==> config.mk <==
export PLATFORM = sky130hd
export DESIGN_NAME = premul_slice
export DESIGN_NICKNAME = d
export VERILOG_FILES = /design/src/rtl/premul_pkg.sv /design/src/rtl/premul_reg.sv /design/src/rtl/premul_preadd.sv /design/src/rtl/premul_mult.sv /design/src/rtl/premul_postadd.sv /design/src/rtl/premul_slice.sv
export SDC_FILE = /design/constraint.sdc
export NUM_CORES = 2
export LEC_CHECK = 0
export BUFFER_PORTS_ARGS = -buffer_cell sky130_fd_sc_hd__buf_2
export CELL_PAD_IN_SITES_DETAIL_PLACEMENT = 1
export CELL_PAD_IN_SITES_GLOBAL_PLACEMENT = 1
export CORE_ASPECT_RATIO = 0.8
export CORE_UTILIZATION = 49
export CTS_BUF_LIST = sky130_fd_sc_hd__clkbuf_8 sky130_fd_sc_hd__clkbuf_16
export CTS_CLUSTER_DIAMETER = 200
export DETAILED_ROUTE_END_ITERATION = 7
export PLACE_DENSITY_LB_ADDON = 0.1
export SLEW_MARGIN = 10
export SYNTH_ARGS = -nofsm -noshare
export SYNTH_HDL_FRONTEND = slang
export SYNTH_SLANG_ARGS = --single-unit
==> constraint.sdc <==
create_clock -name clk -period 8.1 [get_ports clk]
set_input_delay 0.81 -clock clk [delete_from_list [all_inputs] [get_ports clk]]
set_output_delay 0.81 -clock clk [all_outputs]
set_load 0.005 [all_outputs]
==> src/rtl/premul_pkg.sv <==
package premul_pkg;
  // X multiplexer codes (route_mode[1:0])
  localparam logic [1:0] XS_ZERO = 2'b00;
  localparam logic [1:0] XS_MULT = 2'b01;
  localparam logic [1:0] XS_PREG = 2'b10;
  // Y multiplexer codes (route_mode[3:2])
  localparam logic [1:0] YS_MULT = 2'b01;
  localparam logic [1:0] YS_CREG = 2'b11;
  // Z multiplexer codes (route_mode[6:4])
  localparam logic [2:0] ZS_ZERO = 3'b000;
  localparam logic [2:0] ZS_PREG = 3'b010;
  localparam logic [2:0] ZS_CREG = 3'b011;
  // front_mode bit positions
  localparam int FM_SUB  = 3;
  localparam int FM_BTAP = 4;
endpackage

==> src/rtl/premul_reg.sv <==
module premul_reg #(
  parameter int W = 8
) (
  input  logic         clk,
  input  logic         rst,
  input  logic         ce,
  input  logic [W-1:0] d,
  output logic [W-1:0] q
);
  always_ff @(posedge clk) begin
    if (rst)     q <= '0;
    else if (ce) q <= d;
  end
endmodule

==> src/rtl/premul_preadd.sv <==
module premul_preadd #(
  parameter int AW = 30,
  parameter int DW = 25
) (
  input  logic          clk,
  input  logic          rst,
  input  logic          ce,
  input  logic          sub,
  input  logic [AW-1:0] a_q,
  input  logic [DW-1:0] d_q,
  output logic [DW-1:0] ad_q
);
  logic [DW-1:0] a_low;
  logic [DW-1:0] ad_next;
  logic          a_unused;

  assign a_low    = a_q[DW-1:0];
  assign a_unused = ^a_q[AW-1:DW];
  assign ad_next  = sub ? (d_q - a_low) : (d_q + a_low);

  premul_reg #(.W(DW)) u_ad_reg (
    .clk(clk), .rst(rst), .ce(ce), .d(ad_next), .q(ad_q)
  );
endmodule

==> src/rtl/premul_mult.sv <==
module premul_mult #(
  parameter int PREW = 25,
  parameter int BW   = 18,
  parameter int PW   = 48
) (
  input  logic            clk,
  input  logic            rst,
  input  logic            ce,
  input  logic            early_tap,
  input  logic [PREW-1:0] ad_q,
  input  logic [BW-1:0]   b1_q,
  input  logic [BW-1:0]   b2_q,
  output logic [PW-1:0]   m_q
);
  localparam int MW = PREW + BW;

  logic [BW-1:0]        b_sel;
  logic signed [MW-1:0] prod;
  logic [PW-1:0]        prod_ext;

  assign b_sel    = early_tap ? b1_q : b2_q;
  assign prod     = $signed(ad_q) * $signed(b_sel);
  assign prod_ext = {{(PW-MW){prod[MW-1]}}, prod};

  premul_reg #(.W(PW)) u_m_reg (
    .clk(clk), .rst(rst), .ce(ce), .d(prod_ext), .q(m_q)
  );
endmodule

==> src/rtl/premul_postadd.sv <==
module premul_postadd
  import premul_pkg::*;
#(
  parameter int PW = 48
) (
  input  logic          clk,
  input  logic          rst,
  input  logic          ce,
  input  logic [6:0]    route,
  input  logic          cin,
  input  logic [PW-1:0] m_q,
  input  logic [PW-1:0] c_q,
  output logic [PW-1:0] p_q
);
  logic [1:0]    xsel;
  logic [1:0]    ysel;
  logic [2:0]    zsel;
  logic [PW-1:0] x_val;
  logic [PW-1:0] y_val;
  logic [PW-1:0] z_val;
  logic [PW-1:0] sum;

  assign xsel = route[1:0];
  assign ysel = route[3:2];
  assign zsel = route[6:4];

  always_comb begin
    unique case (xsel)
      XS_MULT: x_val = (ysel == YS_MULT) ? m_q : '0;
      XS_PREG: x_val = p_q;
      default: x_val = '0;
    endcase
  end

  always_comb begin
    if (ysel == YS_CREG) y_val = c_q;
    else                 y_val = '0;
  end

  always_comb begin
    unique case (zsel)
      ZS_PREG: z_val = p_q;
      ZS_CREG: z_val = c_q;
      default: z_val = '0;
    endcase
  end

  assign sum = z_val + x_val + y_val + {{(PW-1){1'b0}}, cin};

  premul_reg #(.W(PW)) u_p_reg (
    .clk(clk), .rst(rst), .ce(ce), .d(sum), .q(p_q)
  );
endmodule

==> src/rtl/premul_slice.sv <==
module premul_slice
  import premul_pkg::*;
#(
  parameter int AW = 30,
  parameter int BW = 18,
  parameter int DW = 25,
  parameter int PW = 48
) (
  input  logic          clk,
  input  logic          rst_a,
  input  logic          rst_b,
  input  logic          rst_d,
  input  logic          rst_c,
  input  logic          rst_ad,
  input  logic          rst_m,
  input  logic          rst_p,
  input  logic          ce_a,
  input  logic          ce_b1,
  input  logic          ce_b2,
  input  logic          ce_d,
  input  logic          ce_c,
  input  logic          ce_ad,
  input  logic          ce_m,
  input  logic          ce_p,
  input  logic [AW-1:0] a_in,
  input  logic [BW-1:0] b_in,
  input  logic [PW-1:0] c_in,
  input  logic [DW-1:0] d_in,
  input  logic          carry_in,
  input  logic [4:0]    front_mode,
  input  logic [6:0]    route_mode,
  output logic [PW-1:0] p_out
);
  logic [AW-1:0] a_q;
  logic [DW-1:0] d_q;
  logic [BW-1:0] b1_q;
  logic [BW-1:0] b2_q;
  logic [PW-1:0] c_q;
  logic [DW-1:0] ad_q;
  logic [PW-1:0] m_q;
  logic          front_unused;

  assign front_unused = ^front_mode[2:0];

  premul_reg #(.W(AW)) u_a_reg (
    .clk(clk), .rst(rst_a), .ce(ce_a), .d(a_in), .q(a_q));
  premul_reg #(.W(DW)) u_d_reg (
    .clk(clk), .rst(rst_d), .ce(ce_d), .d(d_in), .q(d_q));
  premul_reg #(.W(BW)) u_b1_reg (
    .clk(clk), .rst(rst_b), .ce(ce_b1), .d(b_in), .q(b1_q));
  premul_reg #(.W(BW)) u_b2_reg (
    .clk(clk), .rst(rst_b), .ce(ce_b2), .d(b1_q), .q(b2_q));
  premul_reg #(.W(PW)) u_c_reg (
    .clk(clk), .rst(rst_c), .ce(ce_c), .d(c_in), .q(c_q));

  premul_preadd #(.AW(AW), .DW(DW)) u_preadd (
    .clk(clk), .rst(rst_ad), .ce(ce_ad), .sub(front_mode[FM_SUB]),
    .a_q(a_q), .d_q(d_q), .ad_q(ad_q));

  premul_mult #(.PREW(DW), .BW(BW), .PW(PW)) u_mult (
    .clk(clk), .rst(rst_m), .ce(ce_m), .early_tap(front_mode[FM_BTAP]),
    .ad_q(ad_q), .b1_q(b1_q), .b2_q(b2_q), .m_q(m_q));

  premul_postadd #(.PW(PW)) u_post (
    .clk(clk), .rst(rst_p), .ce(ce_p), .route(route_mode), .cin(carry_in),
    .m_q(m_q), .c_q(c_q), .p_q(p_out));
endmodule

Yosys cells after proc, flatten, opt, wreduce, memory -nomap -nowiden
Cells that the tools add are included.
{"block": "totals", "register_bits": 250, "out_inout_bits": 48}
{"block": "classes", "n_mul": 1, "n_addsub": 5, "n_mux": 6, "n_eq_ne": 6}
{"cell": "48-bit case mux with 2 select lines", "count": 2}
{"cell": "48-bit adder", "count": 2}
{"cell": "48-bit two-way mux", "count": 2}
{"cell": "48-bit by 1-bit adder with 48-bit output", "count": 1}
{"cell": "25-bit by 18-bit multiplier with 43-bit output", "count": 1}
{"cell": "25-bit adder", "count": 1}
{"cell": "25-bit two-way mux", "count": 1}
{"cell": "25-bit subtractor", "count": 1}
{"cell": "18-bit two-way mux", "count": 1}
{"cell": "3-bit by 2-bit equality test with 1-bit output, second input constant", "count": 2}
{"cell": "2-bit by 1-bit equality test with 1-bit output, second input constant", "count": 2}
{"cell": "2-bit equality test, second input constant", "count": 2}

Logic depth before layout (Yosys ltp)
{"block": "depth", "ltp_word": 6, "mapped_depth": 28, "mapped_depth_nobuf": 25}

Modules after synthesis
Synthesis repeated with hierarchy kept, for this count alone.
{"block": "hier_totals", "hier_cells": 3725, "hier_area_um2": 32925.3}
{"mod": "premul_mult", "cells_per_inst": 1813, "n_inst": 1, "area_per_inst_um2": 16042.9}
{"mod": "premul_postadd", "cells_per_inst": 807, "n_inst": 1, "area_per_inst_um2": 5644.2}
{"mod": "premul_reg (u_c_reg ...)", "cells_per_inst": 155, "n_inst": 3, "area_per_inst_um2": 1729.2}
{"mod": "premul_preadd", "cells_per_inst": 265, "n_inst": 1, "area_per_inst_um2": 1836.8}
{"mod": "premul_reg (u_d_reg ...)", "cells_per_inst": 81, "n_inst": 2, "area_per_inst_um2": 909.6}
{"mod": "premul_reg (u_b1_reg ...)", "cells_per_inst": 58, "n_inst": 2, "area_per_inst_um2": 649.4}
{"mod": "premul_reg (u_a_reg)", "cells_per_inst": 97, "n_inst": 1, "area_per_inst_um2": 1096.1}

Least setup slack after synthesis
Ideal clock, no wire load.
{"block": "synth_timing", "path_kind": "in2reg", "from": "input front_mode[4]", "to": "register u_mult.u_m_reg.q[42] (netlist name)", "t_arrival_ns": 7.374, "path_buffers": 3, "slack_ns": 0.607, "stages": 26, "path_cell_list": "clkbuf_1 > buf_1 > mux2_2 > clkbuf_1 > and2_1 > fa_1 > inv_1 > fa_1 > inv_1 > ha_1 > inv_1 > fa_1 > inv_1 > fa_1 > inv_1 > fa_1 > inv_1 > ha_1 > and3_1 > or3b_1 > a21o_1 > a211oi_1 > nor4_1 > o31ai_1 > a31oi_1 > a211o_1"}
{"block": "synth_via", "elab_chain_len": 2}
{"item": "start: declaration", "line": "premul_slice.sv:30", "source": "input logic [4:0] front_mode,"}
{"item": "18-bit two-way mux", "line": "premul_mult.sv:21", "source": "assign b_sel = early_tap ? b1_q : b2_q;"}
{"item": "25-bit by 18-bit multiplier with 43-bit output", "line": "premul_mult.sv:22", "source": "assign prod = $signed(ad_q) * $signed(b_sel);"}
No other way between the ends.
A chain may end at the register's enable or synchronous reset.

Worst setup path in the final report
{"block": "layout_timing", "from": "input front_mode[4]", "to": "register u_mult.u_m_reg.q[42] (netlist name)"}
{"block": "layout_via", "elab_chain_len": 2}
{"item": "18-bit two-way mux", "line": "premul_mult.sv:21"}
{"item": "25-bit by 18-bit multiplier with 43-bit output", "line": "premul_mult.sv:22"}
No other way between the ends.

==> results.py <==
metrics = {
    "run_status": {
        "status": "finished clean",
    },
    "synth": {
        "yosysTopAreaCell": "fa_1",
        "synth.area.top_cells": "fa_1 (31%), dfxtp_1 (16%), inv_1 (7.6%)",
        "synth-edff-count": 0,
        "async_flop_share_pct": 0,
        "syn-instance-count": 3659,
        "synth_ff_type": "dfxtp_1",
        "synth_top_area_share_pct": 30.9,
        "synth_warnings": 0,
        "synth.distinct_cells": 75,
        "syn_nets": 4480,
        "ys_seq_elements": 250,
        "syn_avg_cell_area_um2": 8.68,
        "synth_area_um2": 31700,
        "synth_seq_area_share_pct": 15.8,
    },
    "clock_tree": {
        "clkTransAtPathRegs_ns": 0.06,
        "cts_hold_buf": 0,
        "cts_sinks": 250,
        "cts.path.max_buffers": 3,
        "h-tree-depth": 1,
        "cts_root_buffer": "clkbuf_16",
        "cts_setup_buffers": 0,
        "cts_made_buffers": 29,
        "ctsResizeCount": 0,
        "clkLatencyLatePin_ns": 0.61,
        "tritoncts": "done",
    },
    "route": {
        "viasPerCell": 5.52,
        "drtAntennaViolNets": 0,
        "drt-initial-drc-count": 1215,
        "drt_pass1_iterations": 5,
        "wirelength_um": 91600,
        "wl_per_cell_um": 19.7,
        "vias": 25699,
        "drc": 0,
    },
    "timing": {
        "drv_slew": 0,
        "post-route-period-util_pct": 92.5,
        "rsz0062_at_grt": "false",
        "final-hold-violation-count": 0,
        "timing.fmax_mhz": 133,
        "worst_pin_slew_ns": 1.15,
        "skew_ns": 0.0310,
        "setup_viol": 0,
        "fin_crit_ns": 7.49,
        "max_slew_margin_pct": 23.1,
        "tns_ns": 0,
        "timing.final.ws_setup_ns": 0.605,
    },
    "global_routing": {
        "antenna_found_initial": 1,
        "grt_overflow": 0,
        "first_global_vias": 28810,
        "grt_pass1_wl_um": 152000,
        "grt_max_degree": 50,
        "grtUsageTotal_pct": 28.8,
    },
    "flow_run": {
        "max_cap_viol_count": 0,
    },
    "setup_path": {
        "crit_path_end_kind": "flop",
        "crit_path_max_fanout": 20,
        "cp.required_ns": 8.59,
        "crit_type": "primary input to flop",
        "critical_path_arrival_ns": 7.99,
        "r2r_cells": 25,
        "crit_path_start_kind": "primary input",
    },
    "floorplan": {
        "io_pins": 198,
        "dieHeight_um": 230,
        "dieArea_um2": 65800,
        "core_area_um2": 64100,
        "core.rowCount": 83,
        "initial_core_util_pct": 49.5,
        "die_w_um": 287,
    },
    "power_and_ir_drop": {
        "vdd_ir_drop_max_uv": 161,
        "p_leak_nw": 17.2,
        "power_density_nw_per_um2": 141,
    },
    "place": {
        "gp_congestion": 0.914,
        "dp_slack_ns": 0.0710,
        "io_buffers": 189,
        "hpwlAfterDp_um": 73200,
    },
    "final_layout": {
        "layout-drive-gt1-share_pct": 11.1,
        "fin_nets": 4606,
        "areaGrowthSynthToFinish_pct": 9.40,
    },
    "hold_path": {
        "hold_class": "primary input to flop",
        "hold_depth": 3,
    },
}
## routing by layer
| metal | track usage [%] | up-vias | wire, µm |
|---|---|---|---|
| met4 | 7.85 | 0 | 2380 |
| li1 | - | 11815 | - |
| met5 | 0 | - | 0 |
| met3 | 3.13 | 134 | 3360 |
| met1 | 38.2 | 13280 | 40800 |
| met2 | 49.6 | 470 | 45100 |
## layout by cell type, fill, tap and decap left out, drive strengths merged, types with 10 or more instances in the layout
cell type / count
o21bai: 12
nor2: 300
inv: 654
buf: 285
mux2i: 195
nor3: 38
nand2b: 17
ha: 181
dfxtp: 250
and3: 22
o21a: 16
nand4: 11
a21o: 59
a21oi: 110
xor2: 26
o21ai: 64
xnor2: 81
a31oi: 19
nand2: 386
and2: 172
a22oi: 90
nor2b: 19
mux2: 18
a211oi: 25
or3: 11
nand3: 31
fa: 490
nor3b: 10
clkbuf: 34
or2: 55
## sequential cells by signal, indices dropped and copies added, names as in the netlist
signal / cells
u_a_reg.q: 25
u_c_reg.q: 48
u_b2_reg.q: 18
u_mult.u_m_reg.q: 43
u_b1_reg.q: 18
u_post.u_p_reg.q: 48
u_preadd.u_ad_reg.q: 25
u_d_reg.q: 25
## power breakdown
part	internal [W]	total (W)	leakage, nW	switching (W)
Combinational	0.000866	0.00202	14.6	0.00115
Sequential	0.00134	0.00154	2.05	0.000200
Clock	0.000755	0.00132	0.494	0.000568
Total	0.00296	0.00488	17.2	0.00192
## cells by family (layout without fill, tap and decap cells)
| logic type | after synthesis | count (layout) | synth area share, % |
|---|---|---|---|
| XOR/XNOR | 107 | 107 | 2.95 |
| AND/OR/NAND/NOR | 1101 | 1101 | 16.3 |
| other | 0 | 1 | 0 |
| flip-flops | 250 | 250 | 15.8 |
| adder cells (fa/ha/maj) | 671 | 671 | 38.0 |
| multiplexers | 213 | 213 | 6.79 |
| AO/OA/AOI/OAI | 481 | 481 | 10.3 |
| buffers and inverters | 836 | 983 | 9.89 |
## synthesized netlist by cell type, types with 12 or more instances
cell type,number
nor2_1,300
o21a_1,16
a31oi_1,19
or2_2,55
o21ai_0,53
a21oi_1,110
xor2_1,26
clkbuf_1,160
mux2i_1,195
ha_1,181
nor3_1,37
a21o_1,59
nand3_1,31
and2_1,172
fa_1,490
xnor2_1,81
nand2_1,386
mux2_2,18
dfxtp_1,250
o21bai_1,12
a22oi_1,90
a211oi_1,25
nor2b_1,18
buf_1,30
nand2b_1,17
and3_1,22
inv_1,644
## metrics by stage
step | utilization (%) | power, W | area [µm²] | hold slack [ns] | std cells
final | 54.2 | 0.00488 | 34700 | 0.445 | 4657
after global routing | 54.2 | 0.00524 | 34700 | 0.448 | 4657
after CTS | 54.2 | 0.00493 | 34700 | 0.414 | 4656
after detailed placement | 52.7 | 0.00359 | 33800 | 0.482 | 4604
after global placement | 52.7 | 0.00346 | 33800 | 0.471 | 4604
after floorplan | - | 0.00285 | 31700 | 0.441 | 3659
## path summary, 6_finish.rpt
kind | slack (ns) | start | endpoint
min | 0.44 | a_in[16] | u_a_reg.q[16]
max | 0.61 | front_mode[4] | u_mult.u_m_reg.q[42]
max reg2reg | 0.90 | u_b1_reg.q[8] | u_mult.u_m_reg.q[42]
min reg2reg | 0.49 | u_mult.u_m_reg.q[21] | u_mult.u_m_reg.q[21]
## critical path, cell delays in order
cell	delay [ns]
buf_2	0.31
buf_4	0.20
mux2_2	0.53
and2_1	0.26
fa_1	0.69
fa_1	0.55
ha_1	0.48
inv_1	0.20
fa_1	0.52
inv_1	0.06
fa_1	0.52
inv_1	0.05
fa_1	0.47
inv_1	0.04
ha_1	0.29
nand2_1	0.08
nor2_1	0.32
nand4_1	0.21
a211oi_1	0.24
buf_4	0.19
nor4_1	0.08
o31ai_1	0.31
buf_4	0.18
a31oi_1	0.10
a211o_1	0.27
## area by class of cell
| cell class | count | area, µm² |
|---|---|---|
| multi-input combinational | 2573 | 23600 |
| timing repair buffer | 285 | 1680 |
| clock buffer | 34 | 795 |
| tap | 850 | 1060 |
| fill | 7626 | 29300 |
| antenna | 1 | 2.50 |
| clock inverter | 18 | 139 |
| sequential | 250 | 5000 |
| inverter | 646 | 2420 |
Power figures use the tool's default switching activity.
